### src/rtl/wsg_pkg.sv
package wsg_pkg;

    // Per-cycle decision from the two decode tiers.
    typedef struct packed {
        logic coarse_slow;  // top-of-map decode asks for coarse stretch
        logic fine_slow;    // region table or external request asks for fine stretch
    } wsg_class_t;

    // Repeat count of a tier, given whether it stretches.
    function automatic int unsigned tier_reps(input logic stretched, input int unsigned mult);
        return stretched ? mult : 1;
    endfunction

endpackage

### src/rtl/wsg_coarse_decode.sv
module wsg_coarse_decode (
    input  logic [1:0] top_bits,
    output logic       stretch
);
    // Upper quarter of the map starts the preliminary stretch.
    always_comb begin
        stretch = (top_bits == 2'b11);
    end
endmodule

### src/rtl/wsg_fine_decode.sv
module wsg_fine_decode #(
    parameter int unsigned              IDX_W    = 5,
    parameter logic [(2**IDX_W)-1:0]    SLOW_MAP = '0
) (
    input  logic [IDX_W-1:0] region_idx,
    input  logic             ext_req,
    output logic             slow
);
    localparam int unsigned NREG = 2 ** IDX_W;

    logic [NREG-1:0] region_tbl;

    // One table bit per region, fixed at elaboration.
    for (genvar i = 0; i < NREG; i++) begin : g_tbl
        assign region_tbl[i] = SLOW_MAP[i];
    end

    always_comb begin
        slow = region_tbl[region_idx] | ext_req;
    end
endmodule

### src/rtl/wsg_sequencer.sv
module wsg_sequencer
    import wsg_pkg::*;
#(
    parameter int unsigned UNIT_TICKS = 4,
    parameter int unsigned FAST_MULT  = 3,
    parameter int unsigned SLOW_MULT  = 3
) (
    input  logic       clk,
    input  logic       rst_n,
    input  wsg_class_t cls,
    output logic       phi2,
    output logic       cyc_done
);
    localparam int unsigned MAXM   = (FAST_MULT > SLOW_MULT) ? FAST_MULT : SLOW_MULT;
    localparam int unsigned MW     = $clog2(MAXM + 1);
    localparam int unsigned TW     = (UNIT_TICKS > 1) ? $clog2(UNIT_TICKS) : 1;
    localparam int unsigned MAXLEN = UNIT_TICKS * FAST_MULT * SLOW_MULT;
    localparam int unsigned EW     = $clog2(MAXLEN + 1);
    localparam int unsigned HALFU  = UNIT_TICKS / 2;

    localparam logic [TW-1:0] TICK_LAST = TW'(UNIT_TICKS - 1);
    localparam logic [MW-1:0] FAST_LAST = MW'(FAST_MULT - 1);
    localparam logic [MW-1:0] SLOW_LAST = MW'(SLOW_MULT - 1);
    localparam logic [EW-1:0] LATCH_AT  = EW'(HALFU - 1);
    localparam logic [EW-1:0] HALF_NN   = EW'(HALFU);
    localparam logic [EW-1:0] HALF_FN   = EW'(HALFU * FAST_MULT);
    localparam logic [EW-1:0] HALF_NS   = EW'(HALFU * SLOW_MULT);
    localparam logic [EW-1:0] HALF_FS   = EW'(HALFU * FAST_MULT * SLOW_MULT);

    typedef struct packed {
        logic [TW-1:0] tick;     // position inside a unit
        logic [MW-1:0] frep;     // coarse-tier repeat index
        logic [MW-1:0] srep;     // fine-tier repeat index
        logic [EW-1:0] elapsed;  // ticks since cycle start
        logic          pf;       // coarse stretch in force
        logic          ps;       // fine stretch in force
        logic          phi2;
        logic          done;
        logic          started;  // a full cycle has been seen since reset
    } seq_t;

    seq_t q, d;

    logic          first_tick, latch_tick;
    logic          pf_eff, ps_eff;
    logic [MW-1:0] f_last, s_last;
    logic [EW-1:0] half;
    logic          unit_end, f_end, s_end, last;

    always_comb begin
        d = q;

        first_tick = (q.elapsed == '0);
        latch_tick = (q.elapsed == LATCH_AT);

        // Coarse tier decides in the first tick, fine tier at the end of the first fast phase.
        pf_eff = first_tick ? cls.coarse_slow : q.pf;
        ps_eff = latch_tick ? cls.fine_slow   : q.ps;

        f_last = pf_eff ? FAST_LAST : '0;
        s_last = ps_eff ? SLOW_LAST : '0;

        unique case ({pf_eff, ps_eff})
            2'b00:   half = HALF_NN;
            2'b10:   half = HALF_FN;
            2'b01:   half = HALF_NS;
            default: half = HALF_FS;
        endcase

        unit_end = (q.tick == TICK_LAST);
        f_end    = (q.frep == f_last);
        s_end    = (q.srep == s_last);
        last     = unit_end && f_end && s_end;

        d.tick    = unit_end ? '0 : q.tick + 1'b1;
        d.frep    = unit_end ? (f_end ? '0 : q.frep + 1'b1) : q.frep;
        d.srep    = (unit_end && f_end) ? (s_end ? '0 : q.srep + 1'b1) : q.srep;
        d.elapsed = last ? '0 : q.elapsed + 1'b1;
        d.pf      = pf_eff;
        d.ps      = ps_eff;
        d.phi2    = (q.elapsed >= half);
        d.done    = last;
        d.started = q.started | q.done;
    end

    always_ff @(posedge clk) begin
        if (!rst_n) begin
            q <= '0;
        end else begin
            q <= d;
        end
    end

    assign phi2     = q.phi2;
    assign cyc_done = q.done;

    // the strobe lasts one tick.
    p_done_single_r8: assert property (@(posedge clk) disable iff (!rst_n)
        q.done |=> !q.done);

    // the last tick of a cycle is in the high phase.
    p_done_high_r8: assert property (@(posedge clk) disable iff (!rst_n)
        q.done |-> q.phi2);

    // a new cycle opens in the low phase.
    p_open_low_r8: assert property (@(posedge clk) disable iff (!rst_n)
        q.done |=> !q.phi2);

    // phi2 never rises on the final tick.
    p_rise_mid_r8: assert property (@(posedge clk) disable iff (!rst_n)
        $rose(q.phi2) |-> !q.done);

    // an unstretched cycle spans exactly one unit between strobes.
    p_fast_len_r2: assert property (@(posedge clk) disable iff (!rst_n)
        (q.done && q.started && !q.pf && !q.ps) |-> $past(q.done, UNIT_TICKS));

    // the coarse repeat index stays within the selected factor.
    p_frep_bound_r3: assert property (@(posedge clk) disable iff (!rst_n)
        (q.elapsed != '0 && !q.pf) |-> (q.frep == '0));

endmodule

### src/rtl/wait_state_gen.sv
module wait_state_gen
    import wsg_pkg::*;
#(
    parameter int unsigned               ADDR_W     = 16,
    parameter int unsigned               REGION_W   = 5,
    parameter int unsigned               UNIT_TICKS = 4,
    parameter int unsigned               FAST_MULT  = 3,
    parameter int unsigned               SLOW_MULT  = 3,
    parameter logic [(2**REGION_W)-1:0]  SLOW_MAP   = 32'hF100_0000
) (
    input  logic              clk,
    input  logic              rst_n,
    input  logic [ADDR_W-1:0] addr,
    input  logic              slow_req,
    output logic              phi2,
    output logic              cyc_done
);
    wsg_class_t cls;

    wsg_coarse_decode u_coarse (
        .top_bits (addr[ADDR_W-1 -: 2]),
        .stretch  (cls.coarse_slow)
    );

    wsg_fine_decode #(
        .IDX_W    (REGION_W),
        .SLOW_MAP (SLOW_MAP)
    ) u_fine (
        .region_idx (addr[ADDR_W-1 -: REGION_W]),
        .ext_req    (slow_req),
        .slow       (cls.fine_slow)
    );

    wsg_sequencer #(
        .UNIT_TICKS (UNIT_TICKS),
        .FAST_MULT  (FAST_MULT),
        .SLOW_MULT  (SLOW_MULT)
    ) u_seq (
        .clk      (clk),
        .rst_n    (rst_n),
        .cls      (cls),
        .phi2     (phi2),
        .cyc_done (cyc_done)
    );
endmodule

### config.mk
export PLATFORM = sky130hd
export DESIGN_NAME = wait_state_gen
export DESIGN_NICKNAME = d
export VERILOG_FILES = /design/src/rtl/wsg_pkg.sv /design/src/rtl/wsg_coarse_decode.sv /design/src/rtl/wsg_fine_decode.sv /design/src/rtl/wsg_sequencer.sv /design/src/rtl/wait_state_gen.sv
export SDC_FILE = /design/constraint.sdc
export NUM_CORES = 1
export LEC_CHECK = 0
export BUFFER_PORTS_ARGS = -buffer_cell sky130_fd_sc_hd__clkbuf_2
export CORE_ASPECT_RATIO = 0.9
export CORE_MARGIN = 8
export CORE_UTILIZATION = 30
export CTS_CLUSTER_SIZE = 40
export DETAILED_ROUTE_END_ITERATION = 8
export GPL_TIMING_DRIVEN = 0
export MAX_ROUTING_LAYER = met4
export SETUP_SLACK_MARGIN = 0.1
export SYNTH_ARGS = -nofsm -noshare
export SYNTH_HDL_FRONTEND = slang
export SYNTH_SLANG_ARGS = --single-unit
### constraint.sdc
create_clock -name clk -period 6.7 [get_ports clk]
set_input_delay 0.335 -clock clk [delete_from_list [all_inputs] [get_ports clk]]
set_output_delay 0.335 -clock clk [all_outputs]
set_load 0.02 [all_outputs]
==> reports/metrics.yaml <==
clock_tree:
  cts_resized: 0
  cts_root_buffer: "clkbuf_4"
  post-cts-setup-buffers: 0
  clock_latency_ps: 290
  clk_pin_slew_ps: 100
  clock_path_buffers: 2
  clock_sinks: 16
  numCtsBuffers: 3
  cts_tree: "done"
  cts.hold.buffers_added: 0
  h-tree-depth: 1
yosys:
  syn_inst: 92
  avgSynthCellArea_um2: 9.29
  yosys-top-cells-area: "dfxtp_1, ha_1, nor3_1"
  yosysWarnings: 0
  syn_nets: 119
  netlist.top_cell.by_area: "dfxtp_1"
  netlist_area_um2: 855
  async_flop_share_pct: 0
  synth_cell_types: 35
  post-synth-top-count-cell: "dfxtp_1"
  synth_top_area_share_pct: 37.5
  synth_edf_count: 0
  yosys_most_used_dff: "dfxtp_1"
  yosysSeqAreaShare_pct: 37.5
  yosys-top-cells-count: "dfxtp_1, ha_1, inv_1, nor3_1, nand2_1"
  ys_seq_elements: 16
finish:
  antennaDiodeCount: 0
  fill_cells: 292
  nets: 132
  layout-drive-gt1-share_pct: 16.3
  finalNonFillerCells: 144
  syn_to_final_growth_pct: 14.8
worst_setup_path:
  worst-path-stages: 11
  crit_slowest_cell: "nor4_1"
  path_cells: "nor4_1 > nand2_1 > mux2i_1 > inv_1 > ha_1 > inv_1 > ha_1 > o21ai_0 > nand2_1 > a211oi_1 > nor2_1"
  crit_type: "reg -> reg"
  r2r_setup_slack_ps: 4010
  critPathCaptureType: "flip-flop"
  path_max_fanout: 5
  critPathRequiredTime_ps: 6870
  worstPathArrival_ps: 2860
  critPathMaxStageDelay_ps: 590
  r2r_cells: 11
  start_kind: "flip-flop"
  critical_path.top_delay_family: "simple AND/OR/NAND/NOR gates"
  crit_buf_inv: 2
power:
  totalPowerFinal_mw: 0.217
  internal_power_mw: 0.154
  power.density_mw_per_mm2: 221
  combPwrFrac_pct: 20.5
  p_leak_nw: 0.403
  sw_frac_of_total_pct: 28.8
  vdd_drop_max_mv: 0.0674
  clock_power_share_pct: 30.4
  seqPwrFrac_pct: 49.1
  netSwitchingPower_mw: 0.0624
sta:
  worst_pin_slew_ps: 619
  setup_viol: 0
  clock_skew_ps: 6.53
  final.setup.tns_ps: 0
  fmaxAchievable_mhz: 372
  finalWorstSetupSlack_ps: 4010
  finalCritPeriodShare_pct: 40.1
  slew_headroom_pct: 58.3
  hold_viol: 0
  drv_slew: 0
  post-route-min-period_ps: 2690
  rsz0062_at_grt: "false"
grt:
  grt_pass1_vias: 645
  grt_first_pass_wirelength_um: 2750
  grt_max_degree: 11
  grt.total_usage_pct: 7.37
  gr-total-overflow: 0
  antenna_found_initial: 0
floorplan:
  core_area_mm2: 0.00273
  fp.dieH_um: 66.6
  fp-row-count: 18
  ios: 21
  initial_utilization_pct: 31.4
  die_w_um: 72.3
  fp.dieArea_mm2: 0.00481
route:
  firstDrtPassIters: 4
  detail_route.wl_per_cell_um: 10.9
  wl_um: 1560
  routed_via_density: 4.58
  dr.first_iter.drc_count: 29
  drc: 0
  vias: 659
  ant_nets: 0
placed_design:
  dp.final_hpwl_um: 1240
  dp_cells: 140
  gp_congestion: 0.824
  port_buffers: 8
  dpl_worst_slack_ps: 4000
min_path:
  holdPathStages: 3
  min_path_type: "in -> reg"
outcome:
  outcome: "completed"
run:
  cap_viol_max_count: 0
-- final timing paths --
check	from	end
worst min register to register	u_seq.q[15]	u_seq.q[15]
worst max register to register	u_seq.q[9]	u_seq.phi2
worst max-delay path	u_seq.q[9]	u_seq.phi2
worst min-delay path	slow_req	u_seq.q[3]
-- through the flow --
stage               hold slack [ps]  cell area, um^2  utilization (%)
floorplan                       404              855                -
finish                          390              981             36.0
CTS                             391              981             36.0
detailed placement              424              945             34.7
global placement                413              945             34.7
global route                    381              981             36.0
-- state kept, by name, summed over array words and instances (netlist names) --
| name | cells |
|---|---|
| u_seq.cyc_done | 1 |
| u_seq.q | 14 |
| u_seq.phi2 | 1 |
-- logic make-up after synthesis --
logic type | after synthesis | share of synthesized area (%)
flops | 16 | 37.5
buf+inv | 10 | 4.39
xor+xnor | 6 | 6.15
mux | 1 | 1.17
fa+ha+maj | 8 | 11.7
compound gates | 14 | 13.5
simple gates | 37 | 25.6
-- power by group through the flow --
| stage | clock, mW | sequential (mW) | combinational [mW] |
|---|---|---|---|
| CTS | 0.0681 | 0.107 | 0.0450 |
| detailed placement | 0 | 0.109 | 0.0448 |
| finish | 0.0659 | 0.107 | 0.0444 |
| global placement | 0 | 0.108 | 0.0435 |
| global route | 0.0730 | 0.108 | 0.0510 |
| floorplan | 0 | 0.109 | 0.0332 |
-- worst min-delay path, delay by kind of cell --
family	cells	cell delay [ps]
AO/OA/AOI/OAI	1	60
AND/OR/NAND/NOR	1	130
buffers and inverters	1	110
-- cell type report --
cell class	instances	area [um^2]	area share, %
Sequential cell	16	320	32.7
Clock buffer	4	36.3	3.70
Buffer	2	7.51	0.765
Tap cell	40	50.0	5.10
Timing Repair Buffer	8	40.0	4.08
Multi-Input combinational cell	66	497	50.6
Inverter	8	30.0	3.06
-- layout by cell type (no fill, tap or decap), drive strengths merged, types with 2 or more instances in the layout --
cell,instances
nand3,2
nand2,6
and2,2
nor2,5
xor2,3
clkbuf,14
nor3,8
o21ai,4
ha,8
or3,2
dfxtp,16
inv,8
and4b,2
xnor2,3
-- layer usage --
metal | global-route usage (%) | vias to the layer above | part of all wire [%]
met1 | 8.64 | 301 | 49
met5 | - | - | 0
li1 | - | 348 | -
met2 | 11.5 | 8 | 45
met3 | 1.35 | 2 | 3.9
met4 | 4.58 | 0 | 1.7
No activity file was read; power rests on OpenSTA's default activity.
